==> config.mk <==
export PLATFORM = sky130hd
export DESIGN_NAME = serial_pin_chain
export DESIGN_NICKNAME = d
export VERILOG_FILES = /design/src/rtl/spc_pkg.sv /design/src/rtl/spc_divider.sv /design/src/rtl/spc_picker.sv /design/src/rtl/spc_capture.sv /design/src/rtl/serial_pin_chain.sv
export SDC_FILE = /design/constraint.sdc
export NUM_CORES = 1
export LEC_CHECK = 0
export BUFFER_PORTS_ARGS = -buffer_cell sky130_fd_sc_hd__buf_2
export CAP_MARGIN = 25
export CORE_MARGIN = 1.5
export CORE_UTILIZATION = 65
export DETAILED_ROUTE_END_ITERATION = 6
export GPL_ROUTABILITY_DRIVEN = 0
export PLACE_DENSITY = 0.82
export SYNTH_ARGS = -nofsm -noshare
export SYNTH_HDL_FRONTEND = slang
export SYNTH_SLANG_ARGS = --single-unit
==> constraint.sdc <==
create_clock -name clk -period 8.7 [get_ports clk]
set_input_delay 0.87 -clock clk [delete_from_list [all_inputs] [get_ports clk]]
set_output_delay 0.87 -clock clk [all_outputs]
set_load 0.05 [all_outputs]
==> src/rtl/spc_pkg.sv <==
`timescale 1ns/1ps
package spc_pkg;
    typedef enum logic [1:0] {
        ST_IDLE  = 2'd0,
        ST_SHIFT = 2'd1,
        ST_LATCH = 2'd2
    } scan_state_e;

    localparam logic [1:0] PAGE_CTRL = 2'd0;
    localparam logic [1:0] PAGE_SRC  = 2'd1;
    localparam logic [1:0] PAGE_IN   = 2'd2;

    localparam logic [4:0] OFS_CTRL = 5'd0;
    localparam logic [4:0] OFS_DIV  = 5'd1;
    localparam logic [4:0] OFS_MASK = 5'd2;
endpackage

==> src/rtl/spc_divider.sv <==
`timescale 1ns/1ps
module spc_divider #(
    parameter int DIVW = 12
) (
    input  logic            clk,
    input  logic            rst_n,
    input  logic            run,
    input  logic [DIVW-1:0] div,
    output logic            sclk,
    output logic            rise,
    output logic            last
);
    logic [DIVW-1:0] cnt_q;
    logic [DIVW-1:0] eff;
    logic [DIVW-1:0] half;

    // divisors below two are raised to two
    assign eff  = (div < DIVW'(2)) ? DIVW'(2) : div;
    assign half = eff >> 1;

    assign sclk = !run || (cnt_q >= half);
    assign rise = run && (cnt_q == half);
    assign last = run && (cnt_q == eff - DIVW'(1));

    always_ff @(posedge clk or negedge rst_n) begin
        if (!rst_n)
            cnt_q <= '0;
        else if (!run || last)
            cnt_q <= '0;
        else
            cnt_q <= cnt_q + DIVW'(1);
    end
endmodule

==> src/rtl/spc_picker.sv <==
`timescale 1ns/1ps
module spc_picker #(
    parameter int NPORTS = 32,
    parameter int PW     = 5
) (
    input  logic [NPORTS-1:0] mask,
    input  logic [PW-1:0]     cur,
    input  logic              from_start,
    output logic [PW-1:0]     nxt,
    output logic              found
);
    // lowest enabled port above cur (or lowest overall when from_start)
    always_comb begin
        nxt   = '0;
        found = 1'b0;
        for (int i = NPORTS - 1; i >= 0; i--) begin
            if (mask[i] && (from_start || (i > int'(cur)))) begin
                nxt   = PW'(i);
                found = 1'b1;
            end
        end
    end
endmodule

==> src/rtl/spc_capture.sv <==
`timescale 1ns/1ps
module spc_capture #(
    parameter int NPORTS  = 32,
    parameter int MAXBITS = 4,
    parameter int PW      = 5,
    parameter int BW      = 2
) (
    input  logic                             clk,
    input  logic                             rst_n,
    input  logic                             clear,
    input  logic                             sample,
    input  logic [BW-1:0]                    bidx,
    input  logic [PW-1:0]                    pidx,
    input  logic                             din,
    input  logic                             commit,
    output logic [MAXBITS-1:0][NPORTS-1:0]   words
);
    logic [MAXBITS-1:0][NPORTS-1:0] shadow_q;

    for (genvar gb = 0; gb < MAXBITS; gb++) begin : g_row
        always_ff @(posedge clk or negedge rst_n) begin
            if (!rst_n)
                shadow_q[gb] <= '0;
            else if (clear)
                shadow_q[gb] <= '0;
            else if (sample && (bidx == BW'(gb)))
                shadow_q[gb][pidx] <= din;
        end

        always_ff @(posedge clk or negedge rst_n) begin
            if (!rst_n)
                words[gb] <= '0;
            else if (commit)
                words[gb] <= shadow_q[gb];
        end
    end
endmodule

==> src/rtl/serial_pin_chain.sv <==
`timescale 1ns/1ps
module serial_pin_chain
    import spc_pkg::*;
#(
    parameter int NPORTS  = 32,
    parameter int MAXBITS = 4,
    parameter int DIVW    = 12,
    parameter int AW      = 7,
    parameter int DW      = 32
) (
    input  logic          clk,
    input  logic          rst_n,
    input  logic          reg_we,
    input  logic [AW-1:0] reg_addr,
    input  logic [DW-1:0] reg_wdata,
    output logic [DW-1:0] reg_rdata,
    output logic          sio_clk,
    output logic          sio_dout,
    input  logic          sio_din,
    output logic          sio_load
);
    localparam int PW       = $clog2(NPORTS);
    localparam int BW       = $clog2(MAXBITS);
    localparam int SRCW     = 3 * MAXBITS;
    localparam int AUTO_BIT = BW;
    localparam int GO_BIT   = BW + 1;

    // configuration
    logic [BW-1:0]             width_q;
    logic                      auto_q;
    logic                      go_q;
    logic [DIVW-1:0]           div_q;
    logic [NPORTS-1:0]         mask_q;
    logic [MAXBITS-1:0][2:0]   src_q [NPORTS];

    // sequencing
    scan_state_e               state_q, state_d;
    logic [PW-1:0]             port_q;
    logic [BW-1:0]             bit_q;

    logic                      sclk_lvl, slot_rise, slot_last;
    logic [PW-1:0]             nxt_port;
    logic                      nxt_found;
    logic                      start;
    logic                      port_done;
    logic [MAXBITS-1:0][NPORTS-1:0] in_words;

    logic [1:0]                page;
    logic [4:0]                ofs;
    logic                      wr_ctrl;

    assign page    = reg_addr[6:5];
    assign ofs     = reg_addr[4:0];
    assign wr_ctrl = reg_we && (page == PAGE_CTRL) && (ofs == OFS_CTRL);

    assign start     = (state_q == ST_IDLE) && (auto_q || go_q);
    assign port_done = (bit_q == width_q);

    spc_divider #(.DIVW(DIVW)) u_div (
        .clk   (clk),
        .rst_n (rst_n),
        .run   (state_q == ST_SHIFT),
        .div   (div_q),
        .sclk  (sclk_lvl),
        .rise  (slot_rise),
        .last  (slot_last)
    );

    spc_picker #(.NPORTS(NPORTS), .PW(PW)) u_pick (
        .mask       (mask_q),
        .cur        (port_q),
        .from_start (state_q == ST_IDLE),
        .nxt        (nxt_port),
        .found      (nxt_found)
    );

    spc_capture #(.NPORTS(NPORTS), .MAXBITS(MAXBITS), .PW(PW), .BW(BW)) u_cap (
        .clk    (clk),
        .rst_n  (rst_n),
        .clear  (start),
        .sample (state_q == ST_SHIFT && slot_rise),
        .bidx   (bit_q),
        .pidx   (port_q),
        .din    (sio_din),
        .commit (state_q == ST_LATCH),
        .words  (in_words)
    );

    // register writes
    always_ff @(posedge clk or negedge rst_n) begin
        if (!rst_n) begin
            width_q <= '0;
            auto_q  <= 1'b0;
            go_q    <= 1'b0;
            div_q   <= DIVW'(2);
            mask_q  <= '0;
            for (int i = 0; i < NPORTS; i++)
                src_q[i] <= '0;
        end else begin
            if (wr_ctrl && reg_wdata[GO_BIT])
                go_q <= 1'b1;
            else if (start)
                go_q <= 1'b0;
            if (wr_ctrl) begin
                width_q <= reg_wdata[BW-1:0];
                auto_q  <= reg_wdata[AUTO_BIT];
            end
            if (reg_we && page == PAGE_CTRL && ofs == OFS_DIV)
                div_q <= reg_wdata[DIVW-1:0];
            if (reg_we && page == PAGE_CTRL && ofs == OFS_MASK)
                mask_q <= reg_wdata[NPORTS-1:0];
            if (reg_we && page == PAGE_SRC && int'(ofs) < NPORTS)
                src_q[ofs[PW-1:0]] <= reg_wdata[SRCW-1:0];
        end
    end

    // state register
    always_ff @(posedge clk or negedge rst_n) begin
        if (!rst_n)
            state_q <= ST_IDLE;
        else
            state_q <= state_d;
    end

    // next state
    always_comb begin
        state_d = state_q;
        unique case (state_q)
            ST_IDLE:  if (start) state_d = nxt_found ? ST_SHIFT : ST_LATCH;
            ST_SHIFT: if (slot_last && port_done && !nxt_found) state_d = ST_LATCH;
            ST_LATCH: state_d = ST_IDLE;
            default:  state_d = ST_IDLE;
        endcase
    end

    // position counters
    always_ff @(posedge clk or negedge rst_n) begin
        if (!rst_n) begin
            port_q <= '0;
            bit_q  <= '0;
        end else if (start) begin
            port_q <= nxt_port;
            bit_q  <= '0;
        end else if (state_q == ST_SHIFT && slot_last) begin
            if (port_done) begin
                bit_q <= '0;
                if (nxt_found)
                    port_q <= nxt_port;
            end else begin
                bit_q <= bit_q + BW'(1);
            end
        end
    end

    // outputs
    always_comb begin
        sio_clk  = 1'b1;
        sio_dout = 1'b0;
        sio_load = 1'b0;
        unique case (state_q)
            ST_SHIFT: begin
                sio_clk  = sclk_lvl;
                sio_dout = src_q[port_q][bit_q][0];
            end
            ST_LATCH: sio_load = 1'b1;
            default: ;
        endcase
    end

    // register reads
    always_comb begin
        reg_rdata = '0;
        unique case (page)
            PAGE_CTRL: begin
                if (ofs == OFS_CTRL) begin
                    reg_rdata[BW-1:0]     = width_q;
                    reg_rdata[AUTO_BIT]   = auto_q;
                end else if (ofs == OFS_DIV) begin
                    reg_rdata[DIVW-1:0]   = div_q;
                end else if (ofs == OFS_MASK) begin
                    reg_rdata[NPORTS-1:0] = mask_q;
                end
            end
            PAGE_SRC: if (int'(ofs) < NPORTS) reg_rdata[SRCW-1:0] = src_q[ofs[PW-1:0]];
            PAGE_IN:  if (int'(ofs) < MAXBITS) reg_rdata[NPORTS-1:0] = in_words[ofs[BW-1:0]];
            default: ;
        endcase
    end
endmodule

==> reports/summary.json <==
{
  "die_height": {"value": 234, "unit": "µm"},
  "clk_pin_slew_worst_paths": {"value": 0.06, "unit": "ns"},
  "synth_top_cell_by_area": {"value": "dfrtp_1"},
  "leftover_overflow_at_the_end_of_global_routing": {"value": 0},
  "via_count_of_the_first_global_routing_pass": {"value": 24100},
  "ys_warn_count": {"value": 0},
  "post_synth_instance_area": {"value": 0.0347, "unit": "mm²"},
  "synth_area_per_cell": {"value": 13.2, "unit": "µm²"},
  "area_inside_the_core_boundary": {"value": 0.0527, "unit": "mm²"},
  "post_synth_inst_count": {"value": 2633},
  "final_area": {"value": 0.0382, "unit": "mm²"},
  "cts-root-to-sink-buffers": {"value": 3},
  "max-vdd-ir-drop": {"value": 207, "unit": "µV"},
  "drt_wl_total": {"value": 93600, "unit": "µm"},
  "critical_path_buf_inv_count": {"value": 3},
  "postPlaceCellArea": {"value": 0.0355, "unit": "mm²"},
  "clk-insertion-delay-late": {"value": 0.64, "unit": "ns"},
  "synth_xor_xnor_area_share": {"value": 0.581, "unit": "%"},
  "drc_errors": {"value": 7},
  "rows": {"value": 84},
  "final-max-slew-violation-count": {"value": 0},
  "grt.total_usage": {"value": 34.9, "unit": "%"},
  "synthArstFlopShare": {"value": 100, "unit": "%"},
  "hold_viol_final": {"value": 0},
  "synth-seq-cells": {"value": 709},
  "synth_top_family_by_area": {"value": "multiplexers"},
  "register_area_share_after_synthesis": {"value": 51.2, "unit": "%"},
  "number_of_synthesized_flops_with_an_enable_pin": {"value": 0},
  "finalNetCount": {"value": 2679},
  "wl_per_cell": {"value": 27.8, "unit": "µm"},
  "number_of_buffers_added_by_the_clock_tree_synthesis_step": {"value": 75},
  "clk_root_buffer_cell": {"value": "clkbuf_16"},
  "post_synth_and_or_nand_nor_area_fraction": {"value": 6.42, "unit": "%"},
  "worstPathArrival": {"value": 4.64, "unit": "ns"},
  "clock_period_minus_final_worst_setup_slack": {"value": 5.51, "unit": "ns"},
  "antenna_violations_before_repair": {"value": 4},
  "cts_num_sinks": {"value": 709},
  "layout-drive-gt1-share": {"value": 37.7, "unit": "%"},
  "crit_path_end_kind": {"value": "primary output"},
  "hold_class": {"value": "in -> async"},
  "via_per_inst": {"value": 6.98},
  "ios": {"value": 78},
  "place.detailed.hpwl": {"value": 58400, "unit": "µm"},
  "area_growth_syn_to_layout": {"value": 10.0, "unit": "%"},
  "cts_tree": {"value": "built"},
  "cpPeakStageDelay": {"value": 0.64, "unit": "ns"},
  "fp.dieW": {"value": 234, "unit": "µm"},
  "setup_total_negative_slack": {"value": 0, "unit": "ns"},
  "violations": {"value": "DRC"},
  "post-synth-top-area-fraction": {"value": 51.1, "unit": "%"},
  "static-leakage-power": {"value": 18.3, "unit": "nW"},
  "cp-start-kind": {"value": "primary input"},
  "initial_core_util": {"value": 65.8, "unit": "%"},
  "max_clock_freq": {"value": 181, "unit": "MHz"},
  "placement.io_buffers": {"value": 77},
  "postCtsHoldBufs": {"value": 0},
  "design.die.area": {"value": 0.0547, "unit": "mm²"},
  "ctsResizeCount": {"value": 0},
  "drt_pre_antenna_iters": {"value": 7},
  "worst-setup-path-type": {"value": "in -> out"},
  "synth_compound_gate_area_share": {"value": 6.93, "unit": "%"},
  "yosys-top-cells-area": {"value": "dfrtp_1, mux2_2, mux4_2, mux2i_1, nand2_1"},
  "run_status": {"value": "finished, violations left"},
  "clock-skew-final": {"value": 0.0166, "unit": "ns"},
  "drtIter0Drc": {"value": 3023},
  "cellPowerDensity": {"value": 226, "unit": "mW/mm²"},
  "grt_setup_unrepaired": {"value": "no"},
  "worstPathCellList": {"value": "buf_8 -> buf_4 -> mux4_2 -> a22oi_1 -> nand4_1 -> a22oi_1 -> o21ai_0 -> buf_2"},
  "cpLargestDelayFamily": {"value": "buffers and inverters"},
  "dpl.cell_count": {"value": 3221},
  "postCtsSetupRepairBufs": {"value": 0},
  "dr_total_vias": {"value": 23500},
  "setup_viol_count_final": {"value": 0},
  "worst-slew-pin-transition": {"value": 1.14, "unit": "ns"},
  "antenna_violating_nets_post_route": {"value": 0},
  "global_route_wire_length_before_repair": {"value": 144000, "unit": "µm"},
  "synth_cell_types": {"value": 74},
  "cts_max_level": {"value": 3},
  "synthesis.nets": {"value": 2693},
  "timing.final.crit_share": {"value": 63.4, "unit": "%"},
  "relSlewSlack": {"value": 24.0, "unit": "%"},
  "grt_start_max_net_pins": {"value": 182},
  "fin_cells": {"value": 3369},
  "worst_path_required": {"value": 7.83, "unit": "ns"},
  "cpMostUsedCell": {"value": "a22oi_1"},
  "crit_slowest_cell": {"value": "buf_4"},
  "ys.flop_type": {"value": "dfrtp_1"},
  "path_max_fanout": {"value": 68},
  "synth_fa_ha_area_share": {"value": 0.613, "unit": "%"},
  "multiplexer_area_fraction_after_synthesis": {"value": 31.5, "unit": "%"},
  "max_cap_viol_count": {"value": 0}
}
[registers in the layout, summed over array words and instances, names as in the netlist]
| register | flops |
|---|---|
| width_q | 2 |
| auto_q | 1 |
| u_div.cnt_q | 12 |
| src_q | 384 |
| port_q | 5 |
| bit_q | 2 |
| div_q | 12 |
| u_cap.shadow_q | 128 |
| go_q | 1 |
| state_q | 2 |
| u_cap.words | 128 |
| mask_q | 32 |
[synth_stat cells, types with 11 or more instances]
| cell type | number |
|---|---|
| nand2_1 | 174 |
| nor2_1 | 164 |
| mux2_2 | 550 |
| ha_1 | 17 |
| buf_2 | 24 |
| xor2_1 | 13 |
| inv_1 | 22 |
| buf_1 | 31 |
| a22o_1 | 59 |
| nand3_1 | 34 |
| o21a_1 | 11 |
| nand4_1 | 18 |
| mux4_2 | 170 |
| a22oi_1 | 62 |
| mux2i_1 | 83 |
| nand2b_1 | 11 |
| nor3_1 | 24 |
| a21oi_1 | 39 |
| dfrtp_1 | 708 |
| a21o_1 | 13 |
| clkbuf_1 | 164 |
| o21ai_0 | 84 |
[routing by layer]
metal	routed length, µm	global-route usage (%)
met1	35000	44.6
met2	43800	54.2
met3	8670	8.99
met4	6030	21.2
met5	38	0
[report_power, final]
group          switching (mW)  internal (mW)  total, mW  leakage [nW]
sequential              0.220           3.52       3.74          9.73
combinational           0.989          0.630       1.62          7.30
clock                    1.35           1.90       3.24          1.23
[stage by stage]
stage               util, %  power, mW  setup WS, ns  hold WS, ns
finish                 72.5       8.61          3.19        0.252
global route           72.4       8.86          3.11        0.311
CTS                    72.2       8.58          3.47        0.275
detailed placement     67.5       5.35          3.39        0.480
global placement       67.2       5.28          3.53        0.468
floorplan                 -       4.82          4.33        0.451
[path summary, 6_finish.rpt]
kind / start / endpoint / slack, ns / depth (start not counted)
worst max-delay path: reg_addr[0] / reg_rdata[7] / 3.19 / 8
worst min-delay path: rst_n / mask_q[19] / 0.25 / 1
worst max register to register: port_q[0] / port_q[0] / 4.42 / 8
worst min register to register: u_cap.shadow_q[118] / u_cap.shadow_q[118] / 0.50 / 1
max in group asynchronous: rst_n / src_q[40] / 6.14 / 3
min in group clk: reg_wdata[29] / mask_q[29] / 0.46 / 2
[cell usage in the layout (no fill, tap or decap), types with 18 or more instances in the layout]
cell type,Yosys,routed
a22oi_1,62,62
nor2_1,164,163
a22o_1,59,59
nand4_1,18,18
nand3_1,34,34
mux2i_1,83,83
nand2_1,174,174
inv_1,22,22
dfrtp_1,708,706
nor3_1,24,23
o21ai_0,84,84
clkbuf_16,0,77
buf_2,24,74
a21oi_1,39,39
buf_4,1,33
mux4_2,170,170
mux2_2,550,550
[final cells by class]
cell class                      count  area, µm²
Sequential cell                   709      17700
Fill cell                        3236      14500
Clock inverter                     29        313
Multi-Input combinational cell   1680      16000
Antenna cell                        4       10.0
Tap cell                          688        861
Clock buffer                      106       2180
Timing Repair Buffer              131        955
Inverter                           22       82.6
[kinds of logic after synthesis]
| logic type | Yosys count |
|---|---|
| compound gates | 340 |
| xor+xnor | 23 |
| fa+ha+maj | 17 |
| buf+inv | 244 |
| flops | 709 |
| mux | 808 |
| simple gates | 492 |
No activity file was read; power rests on OpenSTA's default activity.
